[src/rtl/hexfp_pkg.sv]
package hexfp_pkg;

    localparam int DIGIT_W     = 4;
    localparam int SGL_DIGITS  = 6;
    localparam int DBL_DIGITS  = 14;
    localparam int FRAC_IN_DIG = DBL_DIGITS + 1;
    localparam int FRAC_IN_W   = FRAC_IN_DIG * DIGIT_W;
    localparam int FRAC_OUT_W  = DBL_DIGITS * DIGIT_W;
    localparam int EXP_FIELD_W = 7;
    localparam int WORD_W      = 1 + EXP_FIELD_W + FRAC_OUT_W;
    localparam int SGL_USED_W  = (SGL_DIGITS + 1) * DIGIT_W;
    localparam int EXP_MAX     = (1 << EXP_FIELD_W) - 1;

    typedef enum logic [1:0] {
        EC_OK,
        EC_ZERO,
        EC_OFLOW,
        EC_UFLOW
    } exp_class_e;

    typedef enum logic {
        ST_IDLE,
        ST_NORM
    } norm_state_e;

    // Keeps only the digits that take part for the selected precision.
    function automatic logic [FRAC_IN_W-1:0] used_digits_mask(input logic dbl);
        logic [FRAC_IN_W-1:0] m;
        m = '1;
        if (!dbl) begin
            m = {{SGL_USED_W{1'b1}}, {(FRAC_IN_W - SGL_USED_W){1'b0}}};
        end
        return m;
    endfunction

endpackage

[src/rtl/hexfp_digit_shifter.sv]
module hexfp_digit_shifter
    import hexfp_pkg::*;
#(
    parameter int EXP_W = 10
) (
    input  logic                    clk,
    input  logic                    rst,
    input  logic                    load,
    input  logic                    shift,
    input  logic [FRAC_IN_W-1:0]    ld_frac,
    input  logic signed [EXP_W-1:0] ld_exp,
    output logic [FRAC_OUT_W-1:0]   frac_top,
    output logic signed [EXP_W-1:0] exp_q,
    output logic                    lead_zero,
    output logic                    frac_zero
);

    logic [FRAC_IN_W-1:0] frac_q;

    always_ff @(posedge clk) begin
        if (rst) begin
            frac_q <= '0;
            exp_q  <= '0;
        end else if (load) begin
            frac_q <= ld_frac;
            exp_q  <= ld_exp;
        end else if (shift) begin
            frac_q <= {frac_q[FRAC_IN_W-DIGIT_W-1:0], {DIGIT_W{1'b0}}};
            exp_q  <= exp_q - 1'b1;
        end
    end

    assign frac_top  = frac_q[FRAC_IN_W-1 -: FRAC_OUT_W];
    assign lead_zero = (frac_q[FRAC_IN_W-1 -: DIGIT_W] == '0);
    assign frac_zero = (frac_q == '0);

    // each shift step lowers the exponent by exactly one
    a_r3_exp_step: assert property (@(posedge clk) disable iff (rst)
        (shift && !load) |=> (exp_q == $past(exp_q) - 1'b1));

    // the second digit moves into the leading position
    a_r3_digit_step: assert property (@(posedge clk) disable iff (rst)
        (shift && !load) |=>
        (frac_q[FRAC_IN_W-1 -: DIGIT_W] == $past(frac_q[FRAC_IN_W-DIGIT_W-1 -: DIGIT_W])));

endmodule

[src/rtl/hexfp_exp_classify.sv]
module hexfp_exp_classify
    import hexfp_pkg::*;
#(
    parameter int EXP_W = 10
) (
    input  logic signed [EXP_W-1:0] exp_in,
    input  logic                    frac_zero,
    output exp_class_e              cls
);

    localparam logic signed [EXP_W-1:0] TOP_EXP = EXP_W'(EXP_MAX);

    always_comb begin
        if (frac_zero) begin
            cls = EC_ZERO;
        end else if (exp_in[EXP_W-1]) begin
            cls = EC_UFLOW;
        end else if (exp_in > TOP_EXP) begin
            cls = EC_OFLOW;
        end else begin
            cls = EC_OK;
        end
    end

endmodule

[src/rtl/hexfp_packer.sv]
module hexfp_packer
    import hexfp_pkg::*;
(
    input  logic                   dbl,
    input  logic                   sign,
    input  logic [EXP_FIELD_W-1:0] exp_field,
    input  logic [FRAC_OUT_W-1:0]  frac,
    output logic [WORD_W-1:0]      word
);

    logic [FRAC_OUT_W-1:0] frac_out;

    for (genvar i = 0; i < DBL_DIGITS; i++) begin : g_slot
        if (i < SGL_DIGITS) begin : g_always
            assign frac_out[FRAC_OUT_W-1-i*DIGIT_W -: DIGIT_W] =
                frac[FRAC_OUT_W-1-i*DIGIT_W -: DIGIT_W];
        end else begin : g_dbl_only
            assign frac_out[FRAC_OUT_W-1-i*DIGIT_W -: DIGIT_W] =
                dbl ? frac[FRAC_OUT_W-1-i*DIGIT_W -: DIGIT_W] : '0;
        end
    end

    assign word = {sign, exp_field, frac_out};

endmodule

[src/rtl/hexfp_normalizer.sv]
module hexfp_normalizer
    import hexfp_pkg::*;
#(
    parameter int EXP_W = 9
) (
    input  logic                    clk,
    input  logic                    rst,
    input  logic                    start,
    input  logic                    dbl,
    input  logic                    in_sign,
    input  logic signed [EXP_W-1:0] in_exp,
    input  logic [FRAC_IN_W-1:0]    in_frac,
    output logic                    busy,
    output logic                    done,
    output logic [WORD_W-1:0]       result,
    output logic                    ovf
);

    localparam int IEXP_W = EXP_W + 1;

    norm_state_e               state_q;
    logic                      dbl_q;
    logic                      sign_q;
    logic [FRAC_OUT_W-1:0]     frac_top;
    logic signed [IEXP_W-1:0]  exp_q;
    logic signed [IEXP_W-1:0]  ld_exp;
    logic [FRAC_IN_W-1:0]      ld_frac;
    logic                      lead_zero;
    logic                      frac_zero;
    logic                      load;
    logic                      shift;
    logic                      fin;
    exp_class_e                cls;
    logic [WORD_W-1:0]         packed_w;

    assign load    = start && (state_q == ST_IDLE);
    assign fin     = (state_q == ST_NORM) && (frac_zero || !lead_zero);
    assign shift   = (state_q == ST_NORM) && !fin;
    assign busy    = (state_q == ST_NORM);
    assign ld_frac = in_frac & used_digits_mask(dbl);
    assign ld_exp  = IEXP_W'(in_exp);

    hexfp_digit_shifter #(.EXP_W(IEXP_W)) u_shift (
        .clk       (clk),
        .rst       (rst),
        .load      (load),
        .shift     (shift),
        .ld_frac   (ld_frac),
        .ld_exp    (ld_exp),
        .frac_top  (frac_top),
        .exp_q     (exp_q),
        .lead_zero (lead_zero),
        .frac_zero (frac_zero)
    );

    hexfp_exp_classify #(.EXP_W(IEXP_W)) u_class (
        .exp_in    (exp_q),
        .frac_zero (frac_zero),
        .cls       (cls)
    );

    hexfp_packer u_pack (
        .dbl       (dbl_q),
        .sign      (sign_q),
        .exp_field (exp_q[EXP_FIELD_W-1:0]),
        .frac      (frac_top),
        .word      (packed_w)
    );

    always_ff @(posedge clk) begin
        if (rst) begin
            state_q <= ST_IDLE;
            dbl_q   <= 1'b0;
            sign_q  <= 1'b0;
            done    <= 1'b0;
            result  <= '0;
            ovf     <= 1'b0;
        end else begin
            done <= 1'b0;
            if (load) begin
                state_q <= ST_NORM;
                dbl_q   <= dbl;
                sign_q  <= in_sign;
            end else if (fin) begin
                state_q <= ST_IDLE;
                done    <= 1'b1;
                unique case (cls)
                    EC_ZERO: begin
                        result <= '0;
                        ovf    <= 1'b0;
                    end
                    EC_UFLOW: begin
                        result <= '0;
                        ovf    <= 1'b1;
                    end
                    EC_OFLOW: begin
                        ovf    <= 1'b1;
                    end
                    default: begin
                        result <= packed_w;
                        ovf    <= 1'b0;
                    end
                endcase
            end
        end
    end

    // an accepted start makes the block busy
    a_r2_start_busy: assert property (@(posedge clk) disable iff (rst)
        (start && !busy) |=> busy);

    // done lasts one cycle and never overlaps busy
    a_r10_done_pulse: assert property (@(posedge clk) disable iff (rst)
        done |=> !done);
    a_r10_done_idle: assert property (@(posedge clk) disable iff (rst)
        done |-> !busy);
    a_r10_hold: assert property (@(posedge clk) disable iff (rst)
        !done |-> ($stable(result) && $stable(ovf)));

    // overflow keeps the previous word and raises the flag
    a_r7_oflow_keep: assert property (@(posedge clk) disable iff (rst)
        (fin && cls == EC_OFLOW) |=> (ovf && $stable(result)));

    // underflow clears the word and raises the flag
    a_r8_uflow_clear: assert property (@(posedge clk) disable iff (rst)
        (fin && cls == EC_UFLOW) |=> (ovf && result == '0));

    // zero fraction gives true zero, no flag
    a_r6_true_zero: assert property (@(posedge clk) disable iff (rst)
        (fin && cls == EC_ZERO) |=> (!ovf && result == '0));

    // an in-range nonzero result has a nonzero leading digit
    a_r3_normalized: assert property (@(posedge clk) disable iff (rst)
        (done && !ovf && result != '0) |->
        (result[FRAC_OUT_W-1 -: DIGIT_W] != '0));

endmodule

[config.mk]
export PLATFORM = sky130hd
export DESIGN_NAME = hexfp_normalizer
export DESIGN_NICKNAME = d
export VERILOG_FILES = /design/src/rtl/hexfp_pkg.sv /design/src/rtl/hexfp_digit_shifter.sv /design/src/rtl/hexfp_exp_classify.sv /design/src/rtl/hexfp_packer.sv /design/src/rtl/hexfp_normalizer.sv
export SDC_FILE = /design/constraint.sdc
export NUM_CORES = 1
export LEC_CHECK = 0
export BUFFER_PORTS_ARGS = -buffer_cell sky130_fd_sc_hd__buf_2
export CORE_MARGIN = 2
export CORE_UTILIZATION = 52
export CTS_CLUSTER_DIAMETER = 120
export CTS_CLUSTER_SIZE = 14
export DETAILED_ROUTE_END_ITERATION = 6
export PLACE_DENSITY = 0.76
export SYNTH_ARGS = -nofsm -noshare
export SYNTH_HDL_FRONTEND = slang
export SYNTH_SLANG_ARGS = --single-unit
[constraint.sdc]
create_clock -name clk -period 2.2 [get_ports clk]
set_input_delay 0.22 -clock clk [delete_from_list [all_inputs] [get_ports clk]]
set_output_delay 0.22 -clock clk [all_outputs]
set_load 0.1 [all_outputs]
* Yosys cells after proc, flatten, opt, wreduce, memory -nomap -nowiden *
Cells that the tools add are included.

word-level totals
  output and inout port bits = 67
  word-level logic and storage cells = 53
  bits of input ports = 74
  flip-flop bits (word level) = 139

cells by class
  reductions and logical operators = 15
  bitwise gates (word level) = 4
  $add $sub $neg = 1
  equality and inequality tests = 3
  order comparisons = 1
  multiplexer cells = 21

operator list
  operator                                                                number
  64-bit one-hot mux with 2 select lines                                  1
  60-bit two-way mux                                                      2
  60-bit AND                                                              1
  60-bit zero test                                                        1
  32-bit two-way mux                                                      1
  4-bit two-way mux                                                       8
  10-bit two-way mux                                                      2
  10-bit by 8-bit > comparator with 1-bit output (second input constant)  1
  10-bit by 1-bit subtractor with 10-bit output (second input constant)   1
  2-bit two-way mux                                                       3
  2-bit OR reduction                                                      3
  2-bit equality test (second input constant)                             2
  4-bit zero test                                                         1
  1-bit two-way mux                                                       4
  2-bit nonzero test                                                      2
  1-bit logical AND                                                       3
  1-bit NOT                                                               3
  3-bit AND reduction                                                     1
  2-bit by 1-bit equality test with 1-bit output (second input constant)  1
  1-bit zero test                                                         2
  2-bit AND reduction                                                     1
  1-bit logical OR                                                        1

* Logic depth before layout (Yosys ltp) *
  word-level depth = 8
  mapped depth = 8

* Modules after synthesis *
From an unflattened synthesis, not the netlist that was laid out.

second synthesis, totals
  cells, all modules = 678
  area, all modules = 6,547.5 um^2

by module, submodules not included
  module               times used  area an instance (um^2)  cells each
  hexfp_digit_shifter  1           3,677.3                  407
  hexfp_normalizer     1           2,359.8                  201
  hexfp_packer         1           495.5                    67
  hexfp_exp_classify   1           15.0                     3

* Least setup slack after synthesis *
Ideal clock, no wire load.

  kind = register -> register
  from = reg state_q, in the netlist busy
  to = reg result[38]
  period minus slack after synthesis = 2.391 ns
  arrival = 2.328 ns
  path slack = -0.191 ns
  stages on the path, launching flop included = 7
  cells stage by stage = dfxtp_1 -> clkbuf_1 -> nand2_1 -> nor3_1 -> clkbuf_1 -> clkbuf_1 -> a22o_1

between the ends
  word-level cells in the longest chain between the ends = 4

RTL lines
  item                                    RTL line                 source
  start, declared                         hexfp_normalizer.sv:21   norm_state_e state_q;
  start signal, assigned                  hexfp_normalizer.sv:72   state_q <= ST_IDLE;
  start signal, assigned                  hexfp_normalizer.sv:81   state_q <= ST_NORM;
  start signal, assigned                  hexfp_normalizer.sv:85   state_q <= ST_IDLE;
  1-bit NOT                               hexfp_normalizer.sv:36   assign load = start && (state_q == ST_IDLE);
  1-bit logical AND                       hexfp_normalizer.sv:36
  1-bit NOT (no source line)              -
  3-bit AND reduction (no source line) *  -
  end signal, assigned                    hexfp_normalizer.sv:100  result <= packed_w;
  end, declared                           hexfp_normalizer.sv:15   output logic [WORD_W-1:0] result,

Every way passes the cells marked *; elsewhere a longest branch is shown, timed or not.
A chain may end at the register's enable or synchronous reset.

* Worst setup path in the final report *
  from = reg u_shift.frac_q[7]
  to = reg u_shift.frac_q[41]

between the ends
  word-level cells in the longest chain between the ends = 6

RTL lines
  item                                 RTL line                   source
  start, declared                      hexfp_digit_shifter.sv:18  logic [FRAC_IN_W-1:0] frac_q;
  start signal, assigned               hexfp_digit_shifter.sv:25  frac_q <= ld_frac;
  start signal, assigned               hexfp_digit_shifter.sv:28  frac_q <= {frac_q[FRAC_IN_W-DIGIT_W-1:0], {DIGIT_W{1'b0}}};
  60-bit zero test                     hexfp_digit_shifter.sv:35  assign frac_zero = (frac_q == '0);
  1-bit logical OR                     hexfp_normalizer.sv:37     assign fin = (state_q == ST_NORM) && (frac_zero || !lead_zero);
  1-bit logical AND                    hexfp_normalizer.sv:37
  1-bit zero test                      hexfp_normalizer.sv:38     assign shift = (state_q == ST_NORM) && !fin;
  1-bit logical AND                    hexfp_normalizer.sv:38
  2-bit nonzero test (no source line)  -

No other way between the ends.

==> flow_metrics.py <==
metrics = {
    "route": {
        "postRouteAntennaNets": 0,
        "top_layer_used": "met4",
        "wl_um": 16800,
        "dr_wl_met2_um": 8240,
        "drt_iter0_markers": 371,
        "dr.pass1.iters": 5,
        "vias": 5589,
        "routed_via_density": 6.11,
        "wl_per_cell_um": 18.3,
        "wl_met3_um": 1290,
        "drc": 0,
        "m1WireLength_um": 6890,
    },
    "logic_synthesis": {
        "synthesis.nets": 675,
        "synth_edf_count": 0,
        "yosys-top-cells-count": "dfxtp_1, nor2_1, nor4_1",
        "synth_seq_cells": 139,
        "synth_area_mm2": 0.00543,
        "synth_top_area_share_pct": 51.3,
        "synth_ff_type": "dfxtp_1",
        "yosysWarnings": 0,
        "synth-async-reset-ratio_pct": 0,
        "synth_top_cell_by_area": "dfxtp_1",
        "syn_avg_cell_area_um2": 9.04,
        "ys_seq_area_share_pct": 51.3,
        "synth_area_leaders": "dfxtp_1, a22o_1, nor4_1",
        "yosysMostFrequentCell": "dfxtp_1",
        "syn_inst": 600,
        "synth.distinct_cells": 37,
    },
    "global_routing": {
        "grt_max_degree": 38,
        "grt_first_pass_wirelength_um": 26000,
        "overflow": 0,
        "antenna_found_initial": 0,
        "grt_pass1_vias": 5271,
        "track_usage_pct": 28.6,
    },
    "sta": {
        "slew-limit-headroom_pct": 60.7,
        "clock_skew_ps": 16.3,
        "fmax_ghz": 0.431,
        "finalWorstPathRequiredPeriod_ps": 2320,
        "final.period_utilization_pct": 106,
        "rsz0062_at_grt": "yes",
        "tightestPinTransition_ps": 590,
        "setup_ws_ps": -122,
        "setup-violations-final": 10,
        "slew_violations": 0,
        "finalHoldViolations": 0,
    },
    "die": {
        "coreArea_mm2": 0.0102,
        "fp-row-count": 37,
        "die_x_um": 106,
        "die_height_um": 106,
        "io_pins": 141,
        "initial_core_util_pct": 53.0,
        "dieArea_mm2": 0.0113,
    },
    "power": {
        "ir_drop_mv": 0.492,
        "power_density_mw_per_mm2": 921,
        "total_power_mw": 6.88,
        "p_leak_nw": 3.27,
    },
    "status": {
        "failed_checks": "negative setup slack",
        "status": "complete, but fails checks",
    },
    "clock_network": {
        "clock-sinks": 139,
        "cts_tree": "built",
        "clock_latency_ps": 510,
        "htreeDepth": 4,
        "cts_buffers": 17,
        "clockBufferDepth": 2,
        "cts.clk_slew.worst_paths_ps": 60,
        "cts_root_buf": "clkbuf_8",
    },
    "layout": {
        "nNetsFinal": 840,
        "final_layout_size_suffix_gt1_share_pct": 32.9,
        "fillers": 701,
        "area_delta_synth_final_pct": 37.7,
        "diodes": 0,
    },
    "placement": {
        "numPortBuffers": 140,
        "gp_congestion": 0.934,
        "dp_slack_ps": 2.82,
        "hpwl_um": 10400,
    },
    "worst_setup_path": {
        "timing_worst_setup_path_type": "register to register",
        "endpoint_kind": "register",
        "crit_required_ps": 2570,
        "critPathLaunchType": "register",
        "worstPathArrival_ps": 2690,
        "path_max_fanout": 27,
    },
    "job": {
        "drv_cap": 0,
    },
    "min_path": {
        "hp-class": "primary input to register",
    },
}
worst max-delay path, cell delays in order (launching register included):
cell     delay [ps]
dfxtp_2         350
nor4_2          360
nand4_1         240
nor4_2          260
buf_4           180
buf_4           150
nor2_4           60
buf_12          180
nor3_1          310
nor4_2          100
cell families after synthesis:
group	Yosys count	share of synthesized area, %
simple gates	273	25.2
buf+inv	58	5.26
flops	139	51.3
xor+xnor	4	0.646
mux	5	0.945
compound gates	120	16.5
fa+ha+maj	1	0.231
through the flow:
step	instances	hold slack [ps]	utilization (%)	TNS (ps)	cell area, um2
after detailed placement	858	456	62.8	0	6420
after CTS	910	1.50	71.1	0	7280
after global routing	914	2.39	73.0	-5940	7470
after global placement	858	437	62.8	-75.2	6420
after floorplan	600	356	-	0	5430
final	914	27.2	73.0	-275	7470
registers in the layout, indices dropped and copies added (netlist names):
register	flops
busy	1
ovf	1
result	64
u_shift.exp_q	10
done	1
sign_q	1
dbl_q	1
u_shift.frac_q	60
per-layer routing:
metal | GRT usage [%] | vias to the layer above
li1 | - | 2564
met1 | 37.0 | 2659
met2 | 46.9 | 329
met3 | 6.74 | 37
met4 | 9.96 | 0
met5 | 0 | -
worst paths after layout:
path / start / endpoint / depth (start not counted) / slack (ps)
max: u_shift.frac_q[7] / u_shift.frac_q[41] / 9 / -120
min: in_frac[34] / u_shift.frac_q[34] / 3 / 30
max reg2reg: u_shift.frac_q[7] / u_shift.frac_q[41] / 9 / -120
min reg2reg: dbl_q / dbl_q / 2 / 460
what timing repair did:
item	4_1_cts	5_1_grt
endpoints found under the hold margin	17	3
gates cloned	0	1
endpoints found under the setup margin	72	123
pin swaps	2	12
gates resized for setup	8	28
buffers inserted	3	0
hold buffers	17	3
power breakdown:
part | total [mW] | internal (mW) | switching [mW]
logic | 1.09 | 0.435 | 0.652
clock network | 2.93 | 1.79 | 1.15
registers | 2.86 | 2.67 | 0.185
total | 6.88 | 4.89 | 1.98
cell type report:
type                            instances  area (um2)  area share, %
Sequential cell                       139        2790           37.4
Multi-Input combinational cell        403        2570           34.4
Timing Repair Buffer                  201        1310           17.6
Clock buffer                           18         428           5.73
Clock inverter                         14         184           2.46
Tap cell                              136         170           2.28
Inverter                                3        11.3          0.151
placed cells by master, fill, tap and decap left out, types with 5 or more instances in the layout:
cell	instances
dfxtp_1	132
buf_12	7
dfxtp_2	7
buf_4	33
nor2_1	92
nor4_1	51
nand2_1	13
nor3_1	54
clkbuf_16	17
nor4_2	18
dlygate4sd3_1	20
nand3_1	10
a22o_1	60
a21oi_1	40
nor3_2	6
buf_2	140
o21ai_0	5
(Power assumes the default switching activity.)
